`config.mk`:
```
export PLATFORM = sky130hd
export DESIGN_NAME = srate_meter
export DESIGN_NICKNAME = d
export VERILOG_FILES = /design/src/rtl/srate_pkg.sv /design/src/rtl/srate_sync.sv /design/src/rtl/srate_ref_watch.sv /design/src/rtl/srate_window.sv /design/src/rtl/srate_classify.sv /design/src/rtl/srate_meter.sv
export SDC_FILE = /design/constraint.sdc
export NUM_CORES = 1
export LEC_CHECK = 0
export BUFFER_PORTS_ARGS = -buffer_cell sky130_fd_sc_hd__buf_2
export CAP_MARGIN = 20
export CELL_PAD_IN_SITES_DETAIL_PLACEMENT = 0
export CELL_PAD_IN_SITES_GLOBAL_PLACEMENT = 2
export CORE_MARGIN = 4
export CORE_UTILIZATION = 35
export CTS_BUF_LIST = sky130_fd_sc_hd__clkbuf_2 sky130_fd_sc_hd__clkbuf_4 sky130_fd_sc_hd__clkbuf_8
export DETAILED_ROUTE_END_ITERATION = 12
export PLACE_DENSITY = 0.82
export SKIP_LAST_GASP = 1
export SLEW_MARGIN = 20
export SYNTH_ARGS = -nofsm -noshare
export SYNTH_HDL_FRONTEND = slang
export SYNTH_SLANG_ARGS = --single-unit
```
`constraint.sdc`:
```
create_clock -name clk -period 1.6 [get_ports clk]
set_input_delay 0.24 -clock clk [delete_from_list [all_inputs] [get_ports clk]]
set_output_delay 0.24 -clock clk [all_outputs]
set_load 0.01 [all_outputs]
```
`src/rtl/srate_pkg.sv`:
```
package srate_pkg;

  localparam int unsigned NUM_RATES = 5;

  typedef logic [2:0] rate_code_t;

  // Supported rates, lowest first; code of entry i is i+1.
  function automatic int unsigned rate_hz(input int unsigned idx);
    case (idx)
      0:       return 32000;
      1:       return 44100;
      2:       return 48000;
      3:       return 88200;
      default: return 96000;
    endcase
  endfunction

  function automatic int unsigned nominal_count(input int unsigned win_frames,
                                                input int unsigned ref_hz,
                                                input int unsigned fs);
    longint unsigned prod;
    prod = longint'(win_frames) * longint'(ref_hz);
    return int'(prod / longint'(fs));
  endfunction

  function automatic int unsigned scale_pct(input int unsigned value,
                                            input int unsigned pct);
    longint unsigned prod;
    prod = longint'(value) * longint'(pct);
    return int'(prod / 64'd100);
  endfunction

endpackage

```
`src/rtl/srate_sync.sv`:
```
module srate_sync #(
  parameter int unsigned W = 2
) (
  input  logic         clk,
  input  logic         rst_n,
  input  logic [W-1:0] d,
  output logic [W-1:0] q
);
  logic [W-1:0] stage1;

  always_ff @(posedge clk) begin
    if (!rst_n) begin
      stage1 <= '0;
      q      <= '0;
    end else begin
      stage1 <= d;
      q      <= stage1;
    end
  end
endmodule

```
`src/rtl/srate_ref_watch.sv`:
```
module srate_ref_watch #(
  parameter int unsigned TIMEOUT = 64
) (
  input  logic clk,
  input  logic rst_n,
  input  logic ref_s,
  output logic tick,
  output logic alive
);
  localparam int unsigned TW = $clog2(TIMEOUT + 1);
  localparam logic [TW-1:0] TO_LIMIT = TW'(TIMEOUT);

  logic          ref_d;
  logic [TW-1:0] idle_cnt;

  assign tick  = ref_s && !ref_d;
  assign alive = (idle_cnt != TO_LIMIT);

  always_ff @(posedge clk) begin
    if (!rst_n) begin
      ref_d    <= 1'b0;
      idle_cnt <= TO_LIMIT;
    end else begin
      ref_d <= ref_s;
      if (tick)
        idle_cnt <= '0;
      else if (idle_cnt != TO_LIMIT)
        idle_cnt <= idle_cnt + 1'b1;
    end
  end

  AST_TICK_REVIVES: assert property (@(posedge clk) disable iff (!rst_n)
    tick |=> alive);
endmodule

```
`src/rtl/srate_window.sv`:
```
module srate_window #(
  parameter int unsigned WIN_FRAMES = 64,
  parameter int unsigned CNT_W      = 15
) (
  input  logic             clk,
  input  logic             rst_n,
  input  logic             frame_stb,
  input  logic             block_stb,
  input  logic             tick,
  input  logic             loss,
  output logic             done,
  output logic             full,
  output logic             clean,
  output logic [CNT_W-1:0] count
);
  localparam int unsigned FW = $clog2(WIN_FRAMES + 1);
  localparam logic [FW-1:0] FULL_FRAMES = FW'(WIN_FRAMES);

  logic [FW-1:0]    fcnt;
  logic [CNT_W-1:0] ticks;
  logic             aligned;
  logic             clean_r;
  logic             at_end;
  logic             boundary;

  assign at_end   = aligned && (fcnt == FULL_FRAMES);
  assign boundary = frame_stb && (block_stb || at_end);

  always_ff @(posedge clk) begin
    if (!rst_n) begin
      fcnt    <= '0;
      ticks   <= '0;
      aligned <= 1'b0;
      clean_r <= 1'b0;
      done    <= 1'b0;
      full    <= 1'b0;
      clean   <= 1'b0;
      count   <= '0;
    end else begin
      done <= boundary && aligned;
      if (boundary) begin
        full    <= (fcnt == FULL_FRAMES);
        clean   <= clean_r && !loss;
        count   <= ticks;
        fcnt    <= FW'(1);
        ticks   <= tick ? CNT_W'(1) : '0;
        clean_r <= !loss;
      end else begin
        if (frame_stb && (fcnt != FULL_FRAMES))
          fcnt <= fcnt + 1'b1;
        if (tick && (ticks != '1))
          ticks <= ticks + 1'b1;
        if (loss)
          clean_r <= 1'b0;
      end
      if (frame_stb && block_stb)
        aligned <= 1'b1;
    end
  end

  AST_FRAME_COUNT_BOUND: assert property (@(posedge clk) disable iff (!rst_n)
    fcnt <= FULL_FRAMES);
  AST_NO_DONE_UNALIGNED: assert property (@(posedge clk) disable iff (!rst_n)
    !aligned |=> !done);
endmodule

```
`src/rtl/srate_classify.sv`:
```
module srate_classify
  import srate_pkg::*;
#(
  parameter int unsigned WIN_FRAMES = 64,
  parameter int unsigned REF_HZ     = 6144000,
  parameter int unsigned TOL_PCT    = 4,
  parameter int unsigned CNT_W      = 15
) (
  input  logic [CNT_W-1:0]     count,
  output logic [NUM_RATES-1:0] hit,
  output rate_code_t           code
);
  for (genvar g = 0; g < NUM_RATES; g++) begin : g_band
    localparam int unsigned NOM = nominal_count(WIN_FRAMES, REF_HZ, rate_hz(g));
    localparam logic [CNT_W-1:0] LO = CNT_W'(scale_pct(NOM, 100 - TOL_PCT));
    localparam logic [CNT_W-1:0] HI = CNT_W'(scale_pct(NOM, 100 + TOL_PCT));
    assign hit[g] = (count >= LO) && (count < HI);
  end

  always_comb begin
    code = '0;
    for (int i = NUM_RATES - 1; i >= 0; i--) begin
      if (hit[i])
        code = rate_code_t'(i + 1);
    end
  end
endmodule

```
`src/rtl/srate_meter.sv`:
```
module srate_meter
  import srate_pkg::*;
#(
  parameter int unsigned FRAMES_PER_BLOCK  = 192,
  parameter int unsigned UPDATES_PER_BLOCK = 3,
  parameter int unsigned REF_HZ            = 6144000,
  parameter int unsigned TOL_PCT           = 4,
  parameter int unsigned REF_TIMEOUT       = 64
) (
  input  logic       clk,
  input  logic       rst_n,
  input  logic       ref_clk_i,
  input  logic       frame_stb_i,
  input  logic       block_stb_i,
  input  logic       pll_lock_i,
  output logic [2:0] rate_code_o,
  output logic       rate_valid_o
);
  localparam int unsigned WIN_FRAMES   = FRAMES_PER_BLOCK / UPDATES_PER_BLOCK;
  localparam int unsigned QUAL_WINDOWS = (2 * UPDATES_PER_BLOCK + 2) / 3;
  localparam int unsigned MAX_NOM      = nominal_count(WIN_FRAMES, REF_HZ, rate_hz(0));
  localparam int unsigned CNT_W        = $clog2(2 * MAX_NOM);
  localparam int unsigned QW           = $clog2(QUAL_WINDOWS + 1);
  localparam logic [QW-1:0] QUAL_DONE  = QW'(QUAL_WINDOWS);

  logic [1:0]           sync_q;
  logic                 lock_s;
  logic                 ref_s;
  logic                 ref_tick;
  logic                 ref_alive;
  logic                 loss;
  logic                 win_done;
  logic                 win_full;
  logic                 win_clean;
  logic [CNT_W-1:0]     win_count;
  logic [NUM_RATES-1:0] rate_hits;
  rate_code_t           class_code;
  logic [QW-1:0]        qual;
  logic [QW-1:0]        qual_next;

  srate_sync #(.W(2)) u_sync (
    .clk   (clk),
    .rst_n (rst_n),
    .d     ({pll_lock_i, ref_clk_i}),
    .q     (sync_q)
  );
  assign lock_s = sync_q[1];
  assign ref_s  = sync_q[0];

  srate_ref_watch #(.TIMEOUT(REF_TIMEOUT)) u_watch (
    .clk   (clk),
    .rst_n (rst_n),
    .ref_s (ref_s),
    .tick  (ref_tick),
    .alive (ref_alive)
  );

  assign loss = !lock_s || !ref_alive;

  srate_window #(.WIN_FRAMES(WIN_FRAMES), .CNT_W(CNT_W)) u_window (
    .clk       (clk),
    .rst_n     (rst_n),
    .frame_stb (frame_stb_i),
    .block_stb (block_stb_i),
    .tick      (ref_tick),
    .loss      (loss),
    .done      (win_done),
    .full      (win_full),
    .clean     (win_clean),
    .count     (win_count)
  );

  srate_classify #(
    .WIN_FRAMES (WIN_FRAMES),
    .REF_HZ     (REF_HZ),
    .TOL_PCT    (TOL_PCT),
    .CNT_W      (CNT_W)
  ) u_classify (
    .count (win_count),
    .hit   (rate_hits),
    .code  (class_code)
  );

  assign qual_next = (qual == QUAL_DONE) ? qual : qual + 1'b1;

  always_ff @(posedge clk) begin
    if (!rst_n) begin
      qual         <= '0;
      rate_valid_o <= 1'b0;
      rate_code_o  <= '0;
    end else if (loss) begin
      qual         <= '0;
      rate_valid_o <= 1'b0;
      rate_code_o  <= '0;
    end else if (win_done && win_full && win_clean) begin
      qual <= qual_next;
      if (qual_next == QUAL_DONE) begin
        rate_valid_o <= 1'b1;
        rate_code_o  <= class_code;
      end
    end
  end

  AST_ONE_RATE_MATCH: assert property (@(posedge clk) disable iff (!rst_n)
    $onehot0(rate_hits));
  AST_CODE_HOLDS: assert property (@(posedge clk) disable iff (!rst_n)
    (!$past(win_done) && !$past(loss)) |-> $stable(rate_code_o));
  AST_VALID_AFTER_WINDOW: assert property (@(posedge clk) disable iff (!rst_n)
    $rose(rate_valid_o) |-> $past(win_done && win_full && win_clean && !loss));
  AST_UNLOCK_CLEARS: assert property (@(posedge clk) disable iff (!rst_n)
    !lock_s |=> (!rate_valid_o && rate_code_o == 3'b000));
  AST_REF_LOSS_CLEARS: assert property (@(posedge clk) disable iff (!rst_n)
    !ref_alive |=> !rate_valid_o);
  AST_LOSS_BEATS_BOUNDARY: assert property (@(posedge clk) disable iff (!rst_n)
    (win_done && loss) |=> !rate_valid_o);
  AST_SHORT_WINDOW_IGNORED: assert property (@(posedge clk) disable iff (!rst_n)
    $past(win_done && !win_full && !loss) |-> ($stable(rate_valid_o) && $stable(rate_code_o)));
endmodule

```
Word-level counts from Yosys, hierarchy flattened --
Cells that the tools add are included.
Operators by class: $mul 0, shift operators 0, muxes and demuxes 15, bitwise logic cells 1, eq/ne operators 6, add/subtract/negate cells 4, order comparisons 10, div/mod/pow operators 0, reductions and logical operators 29
Operators with widths (count):
- 15-bit by 14-bit < comparator with 1-bit output (second input constant) | 3
- 15-bit by 13-bit greater-or-equal comparator with 1-bit output (second input constant) | 2
- 15-bit by 14-bit greater-or-equal comparator with 1-bit output (second input constant) | 2
- 15-bit by 13-bit < comparator with 1-bit output (second input constant) | 2
- 15-bit two-way mux | 2
- 15-bit by 1-bit adder with 15-bit output (second input constant) | 1
- 15-bit by 12-bit greater-or-equal comparator with 1-bit output (second input constant) | 1
- 1-bit logical AND | 15
- 3-bit two-way mux | 5
- 15-bit inequality test (second input constant) | 1
- 7-bit by 1-bit adder with 7-bit output (second input constant) | 2
- 7-bit two-way mux | 2
- 7-bit inequality test (second input constant) | 2
- 2-bit nonzero test | 4
- 7-bit equality test (second input constant) | 1
- 2-bit OR reduction | 3
- 1-bit two-way mux | 5
- 2-bit equality test (second input constant) | 2
- 1-bit logical NOT | 4
- 2-bit by 1-bit adder with 2-bit output (second input constant) | 1
- 1-bit logical OR | 2
- 2-bit two-way mux | 1
- 2-bit AND reduction | 1
- 1-bit inverter | 1
Word-level totals: memories kept 0, bits in read-only memories 0, bits in writable memories 0, bits of input ports 6, latch bits 0, bits in registers 60, logic and storage cells 82

Depth between registers and ports, before layout --
depth in word-level cells 7, gate-level depth with buffers 7, depth with buffers taken out 6

Cells and area by module --
Synthesis repeated with hierarchy kept, for this count alone.
Second synthesis, totals: cells, all modules 353, area, all modules 2969.1 um^2
Modules (own cells, without submodules):
- srate_window | seq. area each 840.8 um^2, cells an instance 218, instances 1, area an instance 1821.7 um^2
- srate_ref_watch | seq. area each 160.2 um^2, cells an instance 44, instances 1, area an instance 399.1 um^2
- srate_classify | seq. area each 0.0 um^2, cells an instance 51, instances 1, area an instance 335.3 um^2
- srate_meter | seq. area each 120.1 um^2, cells an instance 32, instances 1, area an instance 307.8 um^2
- srate_sync | seq. area each 80.1 um^2, cells an instance 8, instances 1, area an instance 105.1 um^2

Least setup slack after synthesis --
No wires, ideal clock.
kind flip-flop to flip-flop, from register u_window.ticks[0], to register u_window.ticks[13], setup time 59 ps, data required time 1541 ps, arrival 1687 ps, slack -146 ps, clock period less this slack 1746 ps, stages on the path, launching flop included 7, path buffers 0, cell sequence dfxtp_1 > ha_1 > nand4_1 > nor4_4 > or4_1 > or4_1 > nand2_1
Between the ends: longest elaborated chain between the ends 3, elaborated cells on any way between the ends 6, those cells by class 1 x add/sub; 1 x eq/ne; 2 x mux; 2 x reduce/logical
Ends and longest elaborated chain:
- start: declaration | RTL line srate_window.sv:20 | logic [CNT_W-1:0] ticks;
- start signal: assignment | RTL line srate_window.sv:46 | ticks <= tick ? CNT_W'(1) : '0;
- start signal: assignment | RTL line srate_window.sv:52 | ticks <= ticks + 1'b1;
- 15-bit by 1-bit adder with 15-bit output or 15-bit inequality test (tied branches) | RTL line srate_window.sv:52, srate_window.sv:51
- 15-bit two-way mux or 1-bit logical AND (tied branches) | RTL line srate_window.sv:51 | if (tick && (ticks != '1))
- 15-bit two-way mux or 2-bit nonzero test (tied branches)
Parallel ways exist; a longest one is shown, timed or not. The select of a mux whose other input is x is not followed. A chain may end at the register's enable or synchronous reset.

Worst setup path in the final report --
from register u_window.fcnt[3], to register u_window.count[12]
Between the ends: longest elaborated chain between the ends 4
Ends and longest elaborated chain:
- start: declaration | RTL line srate_window.sv:19 | logic [FW-1:0] fcnt;
- start signal: assignment | RTL line srate_window.sv:50 | fcnt <= fcnt + 1'b1;
- 7-bit equality test | RTL line srate_window.sv:26 | assign at_end = aligned && (fcnt == FULL_FRAMES);
- 1-bit logical AND | RTL line srate_window.sv:26
- 1-bit logical OR | RTL line srate_window.sv:27 | assign boundary = frame_stb && (block_stb || at_end);
- 1-bit logical AND | RTL line srate_window.sv:27
- end signal: assignment | RTL line srate_window.sv:44 | count <= ticks;
- end: declaration | RTL line srate_window.sv:14 | output logic [CNT_W-1:0] count
No other way between the ends.

==> impl_metrics.csv <==
group,metric,value,unit
worst_setup_path,crit_buf_inv,3,
placement,dpl_cell_area,0.00346,mm^2
global_route,gr-usage-all-layers,0.153,
yosys,synth_edf_count,0,
global_route,met1_usage,0.209,
timing,drv_slew,0,
clock_tree,path_clk_slew,70,ps
drt,drc,0,
clock_tree,cts_buffer_depth,2,
yosys,synth_area,0.00288,mm^2
global_route,grt_pass1_vias,2502,
global_route,grtUsageMet3,0.0375,
yosys,synth_compound_area_frac,0.157,
yosys,synth_cells,344,
yosys,synth.ff_latch_count,60,
worst_setup_path,timing.rr.start,"u_window.fcnt[3]",
placement,dp_cells,499,
drt,num_vias,2735,
worst_hold_path,min_path_type,"in -> reg",
cells_and_area,drive_above_1_share,0.407,
yosys,syn_avg_cell_area,8.36,um^2
placement,port_buffers,9,
timing,finalWorstSetupSlack,-69.7,ps
placement,dp_hpwl,4910,um
worst_setup_path,cp-endpoint,"u_window.count[12]",
timing,max_slew.worst_pin.slew,336,ps
global_route,grt_first_pass_wirelength,12000,um
drt,drt-initial-drc-count,138,
clock_tree,cts_sinks,60,
timing,finalCriticalPeriod,1670,ps
cells_and_area,final_cell_mix,"buf_4 (63), dfxtp_1 (48), nor2_1 (40)",
worst_setup_path,crit_start,"u_window.fcnt[3]",
clock_tree,cts_buffers,9,
global_route,grt_use_met2,0.230,
floorplanning,core_area,0.00785,mm^2
timing,hold_viol,0,
power,comb_power_share,0.096,
cells_and_area,final_nets,438,
timing,setup_viol,16,
outcome,violations,"setup timing",
clock_tree,cts_max_level,3,
power,leakagePower,1.70,nW
worst_setup_path,reg2regPathDepth,8,
floorplanning,initial_core_util,0.366,
yosys,synth_cell_types,54,
yosys,synth_xor_xnor_area_share,0.0640,
global_route,antenna_found_initial,0,
global_route,grt_busiest_layer,"met2",
drt,finalWirelength,7580,um
yosys,synthAdderAreaFrac,0.0261,
cells_and_area,multi_input_area,0.00192,mm^2
worst_setup_path,crit_path_max_fanout,4,
timing,post-route-period-util,1.04,
yosys,dominantRegCellSynth,"dfxtp_1",
worst_setup_path,critPathLaunchType,"flip-flop",
drt,wl_per_cell,14.2,um
worst_setup_path,path_class,"reg -> reg",
worst_setup_path,slowest_stage,"dfxtp_2",
timing,timing.fmax,599,MHz
worst_setup_path,crit_chain,"nor4_2 > buf_4 > a41o_4 > and2_4 > buf_12 > buf_16 > nand2_4 > a21boi_2",
timing,hold_ws,93.6,ps
drt,drt-vias-per-instance,5.14,
power,power.internal,2.26,mW
floorplanning,pin_count,10,
global_route,grt_max_degree,29,
yosys,synth_nets,356,
worst_setup_path,end_kind,"flip-flop",
worst_setup_path,reg2reg_slack,-70,ps
power,seqPwrFrac,0.504,
power,pwr-share-clk,0.400,
yosys,yosys_warnings,0,
outcome,outcome,"finished, violations left",
yosys,yosys.area_share.simple,0.293,
timing,timing.setup.tns,-568,ps
worst_setup_path,path_depth,8,
floorplanning,die_w,98.6,um
worst_setup_path,cpPeakStageDelay,330,ps
worst_setup_path,regToRegEndpoint,"u_window.count[12]",
job,maxCapViolCount,0,
yosys,synth_top_family_by_area,"simple AND/OR/NAND/NOR gates",
clock_tree,hold_buffers,0,
power,p_per_area,722,mW/mm^2
worst_setup_path,worstPathArrival,1950,ps
floorplanning,fp.dieArea,0.00973,mm^2
cells_and_area,final_cells,532,
worst_setup_path,path_delay_family,"simple AND/OR/NAND/NOR gates",
cells_and_area,regArea,0.00122,mm^2
clock_tree,cts_tree,"built",
clock_tree,clock_latency,340,ps
drt,ant_nets,0,
power,vdd_ir_drop_max,0.457,mV
cells_and_area,fillers,767,
global_route,gr-total-overflow,0,
floorplanning,rows,32,
yosys,yosysSeqAreaShare,0.418,
yosys,synthArstFlopShare,0,
timing,slew_headroom,0.775,
cells_and_area,layout_commonest_cell,"buf_4",
worst_setup_path,cp.required,1880,ps
yosys,muxShareOfSynthArea,0.00348,
timing,rsz0062_at_grt,"true",
drt,drt_first_pass_iters,4,
power,p_sw_frac,0.260,
floorplanning,fp.dieH,98.6,um
timing,fin_skew,9.43,ps
clock_tree,root_buffer,"clkbuf_8",
placement,gp_congestion,0.857,
cells_and_area,final_area,0.00424,mm^2
power,power.total,3.06,mW
cells_and_area,area_growth_syn_to_layout,47.4,%
power,p_sw,0.794,mW
cells_and_area,antennaDiodeCount,0,
## sequential cells by signal, indices dropped and copies added (netlist names), 2 cells and up
register and flops:
rate_code_o 3, u_window.fcnt 7, u_sync.stage1 2, qual 2, u_window.ticks 15, u_sync.q 2, u_watch.idle_cnt 7, u_window.count 15
## layout make-up
| class | instances | share of cell area |
|---|---|---|
| Inverter | 10 | 0.00886 |
| Clock buffer | 10 | 0.0325 |
| Tap cell | 102 | 0.0301 |
| Clock inverter | 5 | 0.00915 |
| Sequential cell | 60 | 0.287 |
| Multi-Input combinational cell | 257 | 0.453 |
| Timing Repair Buffer | 88 | 0.180 |
## repair_timing
action,CTS,global route
buffers inserted,12,6
cloned,3,1
pin swaps,17,49
endpoints found under the setup margin,40,43
hold endpoints to repair,0,0
resized for setup,35,86
## worst register-to-register path, stage by stage, from the launching register on
cell	delay [ps]
dfxtp_2	330
nor4_2	270
buf_4	170
a41o_4	240
and2_4	210
buf_12	120
buf_16	110
nand2_4	50
a21boi_2	110
## synth_stat cells, types with 2 or more instances
cell,number,area (um^2)
a211o_1,3,26.3
a21boi_0,16,120
a21oi_1,10,50.1
a31oi_1,7,43.8
a41o_1,3,30.0
and2_1,8,50.1
and3_1,4,25.0
buf_2,5,25.0
clkbuf_1,11,41.3
dfxtp_1,60,1200
ha_1,6,75.1
inv_1,10,37.5
nand2_1,47,176
nand3_1,15,75.1
nand3b_1,2,15.0
nand4_1,11,68.8
nand4b_1,3,26.3
nor2_1,42,158
nor2b_1,2,12.5
nor3_1,6,30.0
nor4_1,9,56.3
o211a_1,2,20.0
o211ai_1,2,15.0
o21ai_0,10,50.1
or4_1,2,15.0
xnor2_1,12,105
xor2_1,9,78.8
## how the worst min path moves through the flow
stage / start / to / depth (start not counted)
final: ref_clk_i / u_sync.stage1[0] / 2
after CTS: ref_clk_i / u_sync.stage1[0] / 2
after global routing: ref_clk_i / u_sync.stage1[0] / 2
after floorplan: ref_clk_i / u_sync.stage1[0] / 1
after global placement: u_sync.stage1[0] / u_sync.q[0] / 1
after detailed placement: u_sync.stage1[0] / u_sync.q[0] / 1
## power by group through the flow
| stage | sequential, mW | combinational, mW | clock [mW] |
|---|---|---|---|
| after global routing | 1.55 | 0.324 | 1.33 |
| after global placement | 1.57 | 0.236 | 0 |
| after CTS | 1.54 | 0.272 | 1.24 |
| final | 1.54 | 0.293 | 1.22 |
| after floorplan | 1.58 | 0.137 | 0 |
| after detailed placement | 1.57 | 0.238 | 0 |
## cell families (layout without fill, tap and decap cells)
group | Yosys count | after routing
compound gates | 64 | 64
xor+xnor | 21 | 21
fa+ha+maj | 6 | 6
buf+inv | 27 | 113
flops | 60 | 60
mux | 1 | 1
simple gates | 165 | 165
## stage by stage
stage	utilization	worst slack [ps]
after floorplan	-	-105
after global placement	0.441	-136
after detailed placement	0.441	-163
after CTS	0.496	-156
after global routing	0.540	-136
final	0.540	-69.7
## per-layer routing
layer / share of wire / vias up / wire length [um]
met5: 0 / - / 0
met4: 0.013 / 0 / 95
met3: 0.030 / 11 / 224
met2: 0.48 / 47 / 3660
met1: 0.47 / 1300 / 3590
li1: - / 1377 / -
No activity file was read; power rests on OpenSTA's default activity.
